File: src/rtl/uart_rxq_pkg.sv
package uart_rxq_pkg;

  typedef enum logic [1:0] {
    SEL_HOLD  = 2'd0,
    SEL_FSTAT = 2'd1,
    SEL_ESTAT = 2'd2,
    SEL_CTRL  = 2'd3
  } rd_sel_e;

  localparam int ERR_OVR = 0;
  localparam int ERR_PAR = 1;
  localparam int ERR_FRM = 2;
  localparam int ERR_BRK = 3;
  localparam int ERR_W   = 4;

  localparam int STAT_FULL_BIT = 8;
  localparam int STAT_ERR_BIT  = 9;

  localparam int SRC_RX  = 0;
  localparam int SRC_ERR = 1;

endpackage

File: src/rtl/rxq_fifo.sv
module rxq_fifo #(
  parameter int DEPTH = 16,
  parameter int DW    = 8,
  localparam int AW   = (DEPTH > 1) ? $clog2(DEPTH) : 1,
  localparam int CW   = $clog2(DEPTH + 1)
) (
  input  logic          clk,
  input  logic          rst_n,
  input  logic          flush,
  input  logic          push,
  input  logic [DW-1:0] din,
  input  logic          pop,
  output logic [DW-1:0] dout,
  output logic [CW-1:0] occ,
  output logic          full,
  output logic          empty
);

  localparam logic [AW-1:0] LAST = AW'(DEPTH - 1);
  localparam logic [CW-1:0] FULLC = CW'(DEPTH);

  logic [DW-1:0] mem [DEPTH];
  logic [AW-1:0] wptr_q, wptr_d, rptr_q, rptr_d;
  logic [CW-1:0] occ_q, occ_d;
  logic          push_ok, pop_ok;

  assign full    = (occ_q == FULLC);
  assign empty   = (occ_q == '0);
  assign push_ok = push && !full && !flush;
  assign pop_ok  = pop && !empty && !flush;

  always_comb begin
    wptr_d = wptr_q;
    rptr_d = rptr_q;
    occ_d  = occ_q;
    if (flush) begin
      wptr_d = '0;
      rptr_d = '0;
      occ_d  = '0;
    end else begin
      if (push_ok) wptr_d = (wptr_q == LAST) ? '0 : wptr_q + 1'b1;
      if (pop_ok)  rptr_d = (rptr_q == LAST) ? '0 : rptr_q + 1'b1;
      case ({push_ok, pop_ok})
        2'b10:   occ_d = occ_q + 1'b1;
        2'b01:   occ_d = occ_q - 1'b1;
        default: occ_d = occ_q;
      endcase
    end
  end

  always_ff @(posedge clk or negedge rst_n) begin
    if (!rst_n) begin
      wptr_q <= '0;
      rptr_q <= '0;
      occ_q  <= '0;
    end else begin
      wptr_q <= wptr_d;
      rptr_q <= rptr_d;
      occ_q  <= occ_d;
    end
  end

  always_ff @(posedge clk) begin
    if (push_ok) mem[wptr_q] <= din;
  end

  assign dout = mem[rptr_q];
  assign occ  = occ_q;

endmodule

File: src/rtl/rxq_status.sv
module rxq_status
  import uart_rxq_pkg::*;
(
  input  logic             clk,
  input  logic             rst_n,
  input  logic [ERR_W-1:0] err_set,
  input  logic             err_rd,
  input  logic [1:0]       src_set,
  input  logic             src_clr_we,
  input  logic [1:0]       src_clr,
  output logic [ERR_W-1:0] err_bits,
  output logic [1:0]       src
);

  logic [ERR_W-1:0] err_q, err_d;
  logic [1:0]       src_q, src_d;
  logic             err_en, src_en;

  assign err_en = err_rd || (err_set != '0);
  assign src_en = src_clr_we || (src_set != '0);

  always_comb begin
    err_d = (err_rd ? '0 : err_q) | err_set;
    src_d = (src_clr_we ? (src_q & ~src_clr) : src_q) | src_set;
  end

  always_ff @(posedge clk or negedge rst_n) begin
    if (!rst_n) begin
      err_q <= '0;
      src_q <= '0;
    end else begin
      if (err_en) err_q <= err_d;
      if (src_en) src_q <= src_d;
    end
  end

  assign err_bits = err_q;
  assign src      = src_q;

endmodule

File: src/rtl/uart_rxq.sv
module uart_rxq
  import uart_rxq_pkg::*;
#(
  parameter int DEPTH = 16
) (
  input  logic        clk,
  input  logic        rst_n,
  input  logic        rx_valid,
  input  logic [7:0]  rx_byte,
  input  logic        rx_perr,
  input  logic        rx_ferr,
  input  logic        rx_break,
  input  logic        ctl_we,
  input  logic [1:0]  ctl_wdata,
  input  logic        src_clr_we,
  input  logic [1:0]  src_clr,
  input  logic        rd_en,
  input  logic [1:0]  rd_sel,
  output logic [31:0] rd_data,
  output logic        data_ready,
  output logic        irq_rx,
  output logic        irq_err
);

  localparam int CW = $clog2(DEPTH + 1);

  // reset: asserted asynchronously, released on the clock
  logic [1:0] rst_pipe_q;
  logic       rst_sync_n;

  always_ff @(posedge clk or negedge rst_n) begin
    if (!rst_n) rst_pipe_q <= '0;
    else        rst_pipe_q <= {rst_pipe_q[0], 1'b1};
  end
  assign rst_sync_n = rst_pipe_q[1];

  // control word: only the mode bit is stored
  logic fifo_en, fifo_en_d, flush;

  assign flush     = ctl_we && ctl_wdata[1];
  assign fifo_en_d = ctl_we ? ctl_wdata[0] : fifo_en;

  always_ff @(posedge clk or negedge rst_sync_n) begin
    if (!rst_sync_n) fifo_en <= 1'b0;
    else             fifo_en <= fifo_en_d;
  end

  // incoming byte path (break enters as a zero byte)
  logic       byte_in_vld;
  logic [7:0] byte_in;
  logic       rd_hold, rd_err;

  assign byte_in_vld = rx_valid || rx_break;
  assign byte_in     = rx_break ? 8'h00 : rx_byte;
  assign rd_hold     = rd_en && (rd_sel == SEL_HOLD);
  assign rd_err      = rd_en && (rd_sel == SEL_ESTAT);

  // queue
  logic [7:0]    q_dout;
  logic [CW-1:0] occ;
  logic          q_full, q_empty, q_push, q_pop;

  assign q_push = fifo_en && byte_in_vld;
  assign q_pop  = fifo_en && rd_hold;

  rxq_fifo #(.DEPTH(DEPTH), .DW(8)) u_fifo (
    .clk   (clk),
    .rst_n (rst_sync_n),
    .flush (flush),
    .push  (q_push),
    .din   (byte_in),
    .pop   (q_pop),
    .dout  (q_dout),
    .occ   (occ),
    .full  (q_full),
    .empty (q_empty)
  );

  // single holding register
  logic [7:0] hold_q, hold_d;
  logic       hold_vld_q, hold_vld_d, hold_en;

  assign hold_en = !fifo_en && (byte_in_vld || rd_hold);

  always_comb begin
    hold_d     = hold_q;
    hold_vld_d = hold_vld_q;
    if (byte_in_vld) begin
      hold_d     = byte_in;
      hold_vld_d = 1'b1;
    end else if (rd_hold) begin
      hold_vld_d = 1'b0;
    end
  end

  always_ff @(posedge clk or negedge rst_sync_n) begin
    if (!rst_sync_n) begin
      hold_q     <= '0;
      hold_vld_q <= 1'b0;
    end else if (hold_en) begin
      hold_q     <= hold_d;
      hold_vld_q <= hold_vld_d;
    end
  end

  // error word and interrupt sources
  logic             overflow, underflow;
  logic [ERR_W-1:0] err_set, err_bits;
  logic [1:0]       src_set, src;

  assign overflow  = q_push && q_full;
  assign underflow = q_pop && q_empty;

  always_comb begin
    err_set          = '0;
    err_set[ERR_OVR] = overflow;
    err_set[ERR_PAR] = rx_valid && rx_perr;
    err_set[ERR_FRM] = rx_valid && rx_ferr;
    err_set[ERR_BRK] = rx_break;
    src_set          = '0;
    src_set[SRC_RX]  = byte_in_vld;
    src_set[SRC_ERR] = overflow || underflow;
  end

  rxq_status u_status (
    .clk        (clk),
    .rst_n      (rst_sync_n),
    .err_set    (err_set),
    .err_rd     (rd_err),
    .src_set    (src_set),
    .src_clr_we (src_clr_we),
    .src_clr    (src_clr),
    .err_bits   (err_bits),
    .src        (src)
  );

  // read mux
  logic [7:0] occ_field;
  assign occ_field = q_full ? 8'h00 : 8'(occ);

  always_comb begin
    rd_data = '0;
    case (rd_sel_e'(rd_sel))
      SEL_HOLD: begin
        if (fifo_en) rd_data[7:0] = q_empty ? 8'h00 : q_dout;
        else         rd_data[7:0] = hold_q;
      end
      SEL_FSTAT: begin
        rd_data[7:0]          = occ_field;
        rd_data[STAT_FULL_BIT] = q_full;
        rd_data[STAT_ERR_BIT]  = (err_bits != '0);
      end
      SEL_ESTAT: rd_data[ERR_W-1:0] = err_bits;
      SEL_CTRL:  rd_data[0] = fifo_en;
      default:   rd_data = '0;
    endcase
  end

  assign data_ready = fifo_en ? !q_empty : hold_vld_q;
  assign irq_rx     = src[SRC_RX];
  assign irq_err    = src[SRC_ERR];

endmodule

File: config.mk
export PLATFORM = sky130hd
export DESIGN_NAME = uart_rxq
export DESIGN_NICKNAME = d
export VERILOG_FILES = /design/src/rtl/uart_rxq_pkg.sv /design/src/rtl/rxq_fifo.sv /design/src/rtl/rxq_status.sv /design/src/rtl/uart_rxq.sv
export SDC_FILE = /design/constraint.sdc
export NUM_CORES = 1
export LEC_CHECK = 0
export ABC_CLOCK_PERIOD_IN_PS = 4600
export CORE_MARGIN = 2
export CORE_UTILIZATION = 50
export CTS_BUF_LIST = sky130_fd_sc_hd__clkbuf_4
export DETAILED_ROUTE_END_ITERATION = 8
export PLACE_DENSITY = 0.79
export SLEW_MARGIN = 0
export SYNTH_ARGS = -nofsm -noshare
export SYNTH_HDL_FRONTEND = slang
export SYNTH_SLANG_ARGS = --single-unit
File: constraint.sdc
create_clock -name clk -period 4.6 [get_ports clk]
set_input_delay 0.46 -clock clk [delete_from_list [all_inputs] [get_ports clk]]
set_output_delay 0.46 -clock clk [all_outputs]
set_load 0.02 [all_outputs]
# Word-level counts from Yosys, hierarchy flattened
# Memory sizes are Yosys's and may differ from the RTL's.
# Cells that the tools add are included.
# Widths: inputs -> output; s select.
[word_totals] mem_bits_rw=128 mem_bits_ro=0 latchBits=0 input_bits=23 word_cells=83 ff_bits=31 out_inout_bits=35 memories=1
[memory_table] name="u_fifo.mem" depth=16 word_bits=8 rd=1 rd_clocked_by_memory_dff=0 wr=1 line_no="rxq_fifo.sv:22" source="logic [DW-1:0] mem [DEPTH];"
[op_classes] n_reduce_logical=34 shifts=0 order_cmp=0 bitwise_logic=4 mul=0 div=0 mux=23 add_sub_neg=4 n_eq_ne=8
[ops] cell="$mux 4" count=7
[ops] cell="$mux 8" count=3
[ops] cell="$logic_and 1x1->1" count=14
[ops] cell="$mux 5" count=2
[ops] cell="$pmux 5 s2" count=1
[ops] cell="$pmux 3 s3" count=1
[ops] cell="$add 4x1->4 const B" count=2
[ops] cell="$eq 4x4->1 const B" count=2
[ops] cell="$pmux 4 s2" count=1
[ops] cell="$reduce_bool 2->1" count=4
[ops] cell="$reduce_bool 4->1" count=2
[ops] cell="$eq 2x2->1 const B" count=3
[ops] cell="$add 5x1->5 const B" count=1
[ops] cell="$eq 5x5->1 const B" count=1
[ops] cell="$logic_not 5->1" count=1
[ops] cell="$logic_or 1x1->1" count=5
[ops] cell="$mux 1" count=5
[ops] cell="$sub 5x1->5 const B" count=1
[ops] cell="$eq 2x1->1 const B" count=2
[ops] cell="$logic_not 1->1" count=4
[ops] cell="$mux 2" count=2
[ops] cell="$or 4x4->4" count=1
[ops] cell="$pmux 1 s4" count=1
[ops] cell="$reduce_and 2->1" count=2
[ops] cell="5 further kinds" count=5

# Depth between registers and ports, before layout
# Gate-level depths: netlist of the first run.
[depth] word_depth=8 ltp_mapped=12 mapped_depth_nobuf=10

# Cells and area by module
# From an unflattened synthesis of the first run, not the netlist that was laid out.
[hier_totals] cells_unflattened=482 area_unflattened_um2=7230.7
[by_module_without_submodules] module="rxq_fifo" seq_area_each_um2=4169.0 instances=1 cells_each=357 area_per_inst_um2=5914.4
[by_module_without_submodules] module="uart_rxq" seq_area_each_um2=300.3 instances=1 cells_each=110 area_per_inst_um2=1109.8
[by_module_without_submodules] module="rxq_status" seq_area_each_um2=150.1 instances=1 cells_each=15 area_per_inst_um2=206.4

# Worst setup path after synthesis of the first run
# OpenSTA, ideal clock, no wires.
[synth_path] path_kind="register to output" startpoint="reg u_fifo.rptr_q[0]" endpoint="out rd_data[4]" setup_slack_ns=2.035 stages_incl_launch_ff=8 n_path_buf=3 t_arrival_ns=2.105 required_time_ns=4.140 path_cell_list="dfrtp_1 > buf_2 > buf_2 > buf_2 > mux4_2 > a211oi_1 > a21oi_1 > o2bb2ai_1"
[synth_between] elab_chain_cells=4
[synth_rtl] item="start, declared" line_no="rxq_fifo.sv:23" source="logic [AW-1:0] wptr_q, wptr_d, rptr_q, rptr_d;"
[synth_rtl] item="start signal, assigned" line_no="rxq_fifo.sv:58" source="rptr_q <= rptr_d;"
[synth_rtl] item="$mem_v2 16x8"
[synth_rtl] item="$mux 8 (2 in series)" line_no="uart_rxq.sv:145" source="if (fifo_en) rd_data[7:0] = q_empty ? 8'h00 : q_dout;"
[synth_rtl] item="$pmux 4 s2" line_no="uart_rxq.sv:143" source="case (rd_sel_e'(rd_sel))"
[synth_rtl] item="end, declared" line_no="uart_rxq.sv:19" source="output logic [31:0] rd_data,"
# Every way passes these cells.

# Worst setup path in the final report of the first run
[layout_path] startpoint="reg u_fifo.rptr_q[1]" endpoint="out rd_data[7]"
# Same word-level chain as after synthesis.

==> impl_metrics.ini, run 1 <==
[run_status]
run_status = completed

[placement]
gp_congestion = 0.871
port_buffers = 35
placed_cell_count = 657
detailedPlacementHpwl_mm = 10.1

[synth]
asyncSetResetFlopFracSynth_pct = 19.5
seq_area_frac_synth_pct = 66.2
synth_cells = 448
flip_flop_and_latch_count_after_synthesis = 159
synth_cell_types = 49
yosys_most_used_dff = sky130_fd_sc_hd__edfxtp_1
synth_most_common_cell = sky130_fd_sc_hd__edfxtp_1
synth-edff-count = 128
post_synth_main_area_contributors = sky130_fd_sc_hd__edfxtp_1 55%, sky130_fd_sc_hd__dfrtp_1 11%, sky130_fd_sc_hd__mux4_2 11%
yosys.area.top_type_share_pct = 55.1
netlist_area_um2 = 6980
synth.top_cells.by_count = 128 x sky130_fd_sc_hd__edfxtp_1, 33 x sky130_fd_sc_hd__mux4_2, 32 x sky130_fd_sc_hd__nor2_1
synth_top_cell_by_area = sky130_fd_sc_hd__edfxtp_1
postSynthAreaPerCell_um2 = 15.6
yosysWarnings = 0

[clock_tree]
clock_latency_reported_for_the_late_side_of_the_worst_skew_pair_ns = 0.54
cts_repair_resize_count = 0
clkTransAtPathRegs_ns = 0.14
clock_sinks = 159
clk_root_buffer_cell = sky130_fd_sc_hd__clkbuf_4
cts.hold.buffers_added = 0
cts_htree_levels = 4
tritoncts_clock_tree = yes
post_cts_setup_repair_buffer_count = 0
numCtsBuffers = 17
ctsLongestPathBuffers = 2

[pwr]
power.leakage_nw = 2.68
sequentialPowerShare_pct = 52.7
power.share.combinational_pct = 17.1
p_switching_mw = 0.894
power_density_nw_per_um2 = 409
relative_contribution_of_the_clock_network_to_total_power_pct = 30.2
cell_internal_pwr_mw = 2.32
design_power_total_mw = 3.22
netSwitchingFraction_pct = 27.8
worst_ir_drop_vdd_mv = 0.159

[worst_setup_path]
worstPathArrival_ns = 3.55
worst-path-max-fanout = 21
start_kind = flop
critPathCaptureType = primary output
critical_setup_path_kind = reg2out
crit_required_ns = 4.14

[final_layout]
final_layout_size_suffix_gt1_share_pct = 19.6
multiInputGateArea_um2 = 2150
final_core_util_pct = 57.0
fill_cells = 1025
layoutNonFillerInstCount = 689
layout.nets = 525
area.sequential_um2 = 4620
area.growth.synth_to_final_pct = 12.5
antennaDiodeCount = 0

[sta]
setup_viol = 0
final_period_minus_worst_setup_slack_ns = 4.01
timing.slew.headroom_pct = 34.8
setup-tns-final_ns = 0
final-max-slew-violation-count = 0
transition_time_at_the_pin_with_the_least_slew_margin_ns = 0.978
rsz0062_at_grt = false
finalClockSkew_ns = 0.0178
fin_crit_sh_pct = 87.1
finalHoldViolCount = 0
fmax_mhz = 250

[floorplanning]
chip_width_um = 122
fp-row-count = 43
die-height_um = 122
placeableCoreArea_um2 = 13800
design.die.area_um2 = 14900
start_util_pct = 50.7
io_pins = 58

[detailed_routing]
routedWlPerCell_um = 21.4
route.antenna.remaining_nets = 0
drt_pass1_iterations = 5
vias_per_cell = 5.96
totalWireLength_mm = 14.8
remaining_drc_errors = 0
drt_iter0_drc = 497
route.vias.total = 4107

[flow_run]
max_cap_violations = 0

[grt]
grt_first_pass_wirelength_mm = 22.1
global_route.usage.total_pct = 20.6
grt_pass1_vias = 3809
grt_max_degree = 30
antenna_found_initial = 0
grt_remaining_overflow = 0

[hold_path]
hold_path.class = in2async
==> cell usage in the layout, fill, tap and decap left out, types with 5 or more instances in the layout <==
| cell | count |
|---|---|
| sky130_fd_sc_hd__edfxtp_1 | 128 |
| sky130_fd_sc_hd__clkdlybuf4s50_1 | 35 |
| sky130_fd_sc_hd__mux4_2 | 33 |
| sky130_fd_sc_hd__nor2_1 | 32 |
| sky130_fd_sc_hd__dfrtp_1 | 30 |
| sky130_fd_sc_hd__nand2_1 | 27 |
| sky130_fd_sc_hd__conb_1 | 23 |
| sky130_fd_sc_hd__buf_4 | 20 |
| sky130_fd_sc_hd__nor2b_1 | 17 |
| sky130_fd_sc_hd__a21oi_1 | 17 |
| sky130_fd_sc_hd__clkbuf_4 | 17 |
| sky130_fd_sc_hd__mux2i_1 | 12 |
| sky130_fd_sc_hd__mux2_2 | 9 |
| sky130_fd_sc_hd__nand3_1 | 8 |
| sky130_fd_sc_hd__nor3_1 | 8 |
| sky130_fd_sc_hd__a211oi_1 | 7 |
| sky130_fd_sc_hd__o21ai_0 | 7 |
| sky130_fd_sc_hd__ha_1 | 6 |
| sky130_fd_sc_hd__a22o_1 | 5 |
==> layout make-up <==
cell class | instances | area share [%]
inverters | 3 | 0.143
multi-input cells | 260 | 27.3
well taps | 180 | 2.87
repair buffers | 55 | 6.37
flip-flops and latches | 159 | 58.8
clock inverters | 15 | 2.82
clock buffers | 17 | 1.63
==> flip-flops by register name (all words and copies together) (netlist names) <==
signal,flops
fifo_en,1
hold_q,8
u_status.err_bits,4
u_status.src,2
u_fifo.rptr_q,4
u_fifo.wptr_q,4
u_fifo.mem,128
u_fifo.occ,5
hold_vld_q,1
rst_pipe_q,2
==> critical path: stages (launching register included) <==
cell and delay [ns]:
sky130_fd_sc_hd__dfrtp_1 1.01, sky130_fd_sc_hd__mux4_2 0.42, sky130_fd_sc_hd__nor2b_1 0.15, sky130_fd_sc_hd__a211oi_1 0.51, sky130_fd_sc_hd__a21oi_1 0.12, sky130_fd_sc_hd__a22o_1 0.23
sky130_fd_sc_hd__clkdlybuf4s50_1 0.56
==> metal layers <==
layer | share of wire, % | vias up | global-route usage (%) | wire length (um)
met5 | 0 | - | 0 | 0
met4 | 2.1 | 0 | 7.11 | 303
met3 | 8.4 | 25 | 5.20 | 1250
met2 | 48 | 232 | 31.8 | 7030
met1 | 42 | 2063 | 28.7 | 6200
li1 | - | 1787 | - | -
==> path summary, 6_finish.rpt <==
| kind | start | end | slack (ns) | cells past startpoint |
|---|---|---|---|---|
| setup / recovery | u_fifo.rptr_q[1] | rd_data[7] | 0.59 | 6 |
| hold / removal | rst_n | rst_pipe_q[0] | 0.06 | 1 |
| setup reg to reg | fifo_en | u_fifo.mem[13][1] | 1.71 | 5 |
| hold reg to reg | rst_pipe_q[1] | hold_q[7] | 0.26 | 1 |
| max in group asynchronous | rst_pipe_q[1] | u_fifo.rptr_q[0] | 4.04 | 1 |
| min in group clk | rst_pipe_q[0] | rst_pipe_q[1] | 0.38 | 0 |
==> power groups by stage <==
stage	Combinational (mW)	Sequential [mW]	Clock (mW)
after floorplan	0.435	1.68	0
after global placement	0.532	1.72	0
after detailed placement	0.547	1.73	0
after CTS	0.550	1.69	0.985
after global routing	0.594	1.70	1.05
final	0.550	1.69	0.972
==> kinds of logic (layout without fill, tap and decap cells) <==
| group | Yosys count | count (layout) | synth area share, % |
|---|---|---|---|
| other cells | 2 | 23 | 0.108 |
| compound gates | 64 | 64 | 6.51 |
| simple gates | 108 | 108 | 7.47 |
| xor+xnor | 5 | 5 | 0.627 |
| buf+inv | 50 | 90 | 4.23 |
| fa+ha+maj | 6 | 6 | 1.08 |
| flops | 159 | 159 | 66.2 |
| mux | 54 | 54 | 13.8 |
==> stage by stage <==
step	hold WS, ns	area, um2	worst slack (ns)
after floorplan	0.164	7060	2.04
after global placement	0.262	7500	1.25
after detailed placement	0.262	7500	1.20
after CTS	0.0253	7850	0.566
after global routing	0.0148	7850	0.411
final	0.0592	7850	0.594
Power figures use the tool's default switching activity.
==> run 2: changes to the inputs <==
- RECOVER_POWER: default -> 50
==> run 2 against run 1 <==
Compared with the run above:
- the flow now finishes with violations (max-capacitance violations, max-slew violations)
- critical path depth unchanged
- cell area down 0.48%
- sequential power barely moved
- routed wire length down 0.38%
- largest power group unchanged
==> impl_metrics.ini, run 2 (same netlist as run 1, synthesis figures left out) <==
[detailed_routing]
drt_pass1_iterations = 5
vias_per_cell = 5.91
route.antenna.remaining_nets = 0
routedWlPerCell_um = 21.4
totalWireLength_mm = 14.7
route.vias.total = 4074
remaining_drc_errors = 0
drt_iter0_drc = 422

[worst_setup_path]
crit_required_ns = 4.14
worst_r2r_startpoint = fifo_en
critPathCaptureType = primary output
start_kind = flop
critical_setup_path_kind = reg2out
worstPathArrival_ns = 3.54
ff_to_ff_path_depth = 5
worst-path-max-fanout = 21
regToRegSetupSlack_ns = 1.70
critPathLaunch = u_fifo.rptr_q[1]

[clock_tree]
cts_htree_levels = 4
clk_root_buffer_cell = sky130_fd_sc_hd__clkbuf_4
ctsLongestPathBuffers = 2
clock_latency_reported_for_the_late_side_of_the_worst_skew_pair_ns = 0.54
clkTransAtPathRegs_ns = 0.14
clock_sinks = 159
post_cts_setup_repair_buffer_count = 0
cts.hold.buffers_added = 0
cts_repair_resize_count = 0
numCtsBuffers = 17
tritoncts_clock_tree = yes

[pwr]
worst_ir_drop_vdd_mv = 0.159
power.leakage_nw = 2.65
power_density_nw_per_um2 = 411

[sta]
fmax_mhz = 250
final_period_minus_worst_setup_slack_ns = 4.00
timing.slew.headroom_pct = -7.20
final-max-slew-violation-count = 30
fin_crit_sh_pct = 87.0
finalClockSkew_ns = 0.0171
finalHoldViolCount = 0
transition_time_at_the_pin_with_the_least_slew_margin_ns = 1.61
worst_slack_ns = 0.599
rsz0062_at_grt = false
setup_viol = 0
setup-tns-final_ns = 0

[placement]
place_ws_ns = 1.20
gp_congestion = 0.871
dpl-instance-area_um2 = 7500
port_buffers = 35
detailedPlacementHpwl_mm = 10.1

[floorplanning]
fp-row-count = 43
start_util_pct = 50.7
chip_width_um = 122
placeableCoreArea_um2 = 13800
io_pins = 58
design.die.area_um2 = 14900
die-height_um = 122

[final_layout]
multiInputGateArea_um2 = 2150
area.growth.synth_to_final_pct = 11.9
finalInstanceArea_um2 = 7820
final_common_cell = sky130_fd_sc_hd__edfxtp_1
layout.cells.most_common_list = 128 x sky130_fd_sc_hd__edfxtp_1, 33 x sky130_fd_sc_hd__mux4_2, 32 x sky130_fd_sc_hd__nor2_1, 31 x sky130_fd_sc_hd__clkdlybuf4s50_1, 30 x sky130_fd_sc_hd__dfrtp_1
area.sequential_um2 = 4620
final_layout_size_suffix_gt1_share_pct = 17.7
largest_register_ffs = 128
layout.nets = 525
fill_cells = 1034
antennaDiodeCount = 0
register_with_the_most_flip_flops = u_fifo.mem

[hold_path]
hold_path.class = in2async

[grt]
global_route.usage.total_pct = 20.6
grt_pass1_vias = 3809
grt_remaining_overflow = 0
grt_max_degree = 30
grt_first_pass_wirelength_mm = 22.1
antenna_found_initial = 0

[flow_run]
max_cap_violations = 1

[run_status]
run_status = complete, but fails checks
failed_checks = max-capacitance violations, max-slew violations
-- run 2: stage by stage --
stage | power (mW) | std cells | utilization, % | hold slack (ns)
floorplan | 2.12 | 469 | - | 0.164
CTS | 3.23 | 689 | 57.0 | 0.0253
finish | 3.21 | 689 | 56.7 | 0.132
global placement | 2.25 | 657 | 54.5 | 0.262
detailed placement | 2.27 | 657 | 54.5 | 0.262
global route | 3.34 | 689 | 56.7 | 0.0845
-- run 2: path summary, 6_finish.rpt --
path                                endpoint
max                               rd_data[7]
min reg2reg                    rst_pipe_q[1]
max reg2reg                u_fifo.mem[13][7]
max in group asynchronous   u_fifo.rptr_q[0]
min in group clk               rst_pipe_q[1]
min                            rst_pipe_q[0]
-- run 2: layout make-up --
type / count / area share, %
clock buffers: 17 / 1.63
flip-flops and latches: 159 / 59.1
multi-input cells: 260 / 27.5
well taps: 180 / 2.88
inverters: 3 / 0.144
repair buffers: 55 / 5.92
clock inverters: 15 / 2.83
-- run 2: report_power, final --
part	internal (mW)	switching [mW]	total, mW
Sequential	1.62	0.0761	1.69
Clock	0.452	0.520	0.972
Combinational	0.248	0.297	0.544
Total	2.32	0.893	3.21
-- run 2: routing by layer --
layer / vias to the layer above / routed length (um) / global-route usage [%]
met4: 0 / 282 / 7.11
met3: 23 / 1240 / 5.20
met2: 237 / 7050 / 31.8
met1: 2027 / 6150 / 28.7
met5: - / 0 / 0
li1: 1787 / - / -
-- run 2: critical path: stages, from the launching register on --
cell and delay, ns:
sky130_fd_sc_hd__dfrtp_1 1.01, sky130_fd_sc_hd__mux4_2 0.42, sky130_fd_sc_hd__nor2b_1 0.15, sky130_fd_sc_hd__a211oi_1 0.50, sky130_fd_sc_hd__a21oi_1 0.12, sky130_fd_sc_hd__a22o_1 0.23, sky130_fd_sc_hd__clkdlybuf4s50_1 0.56
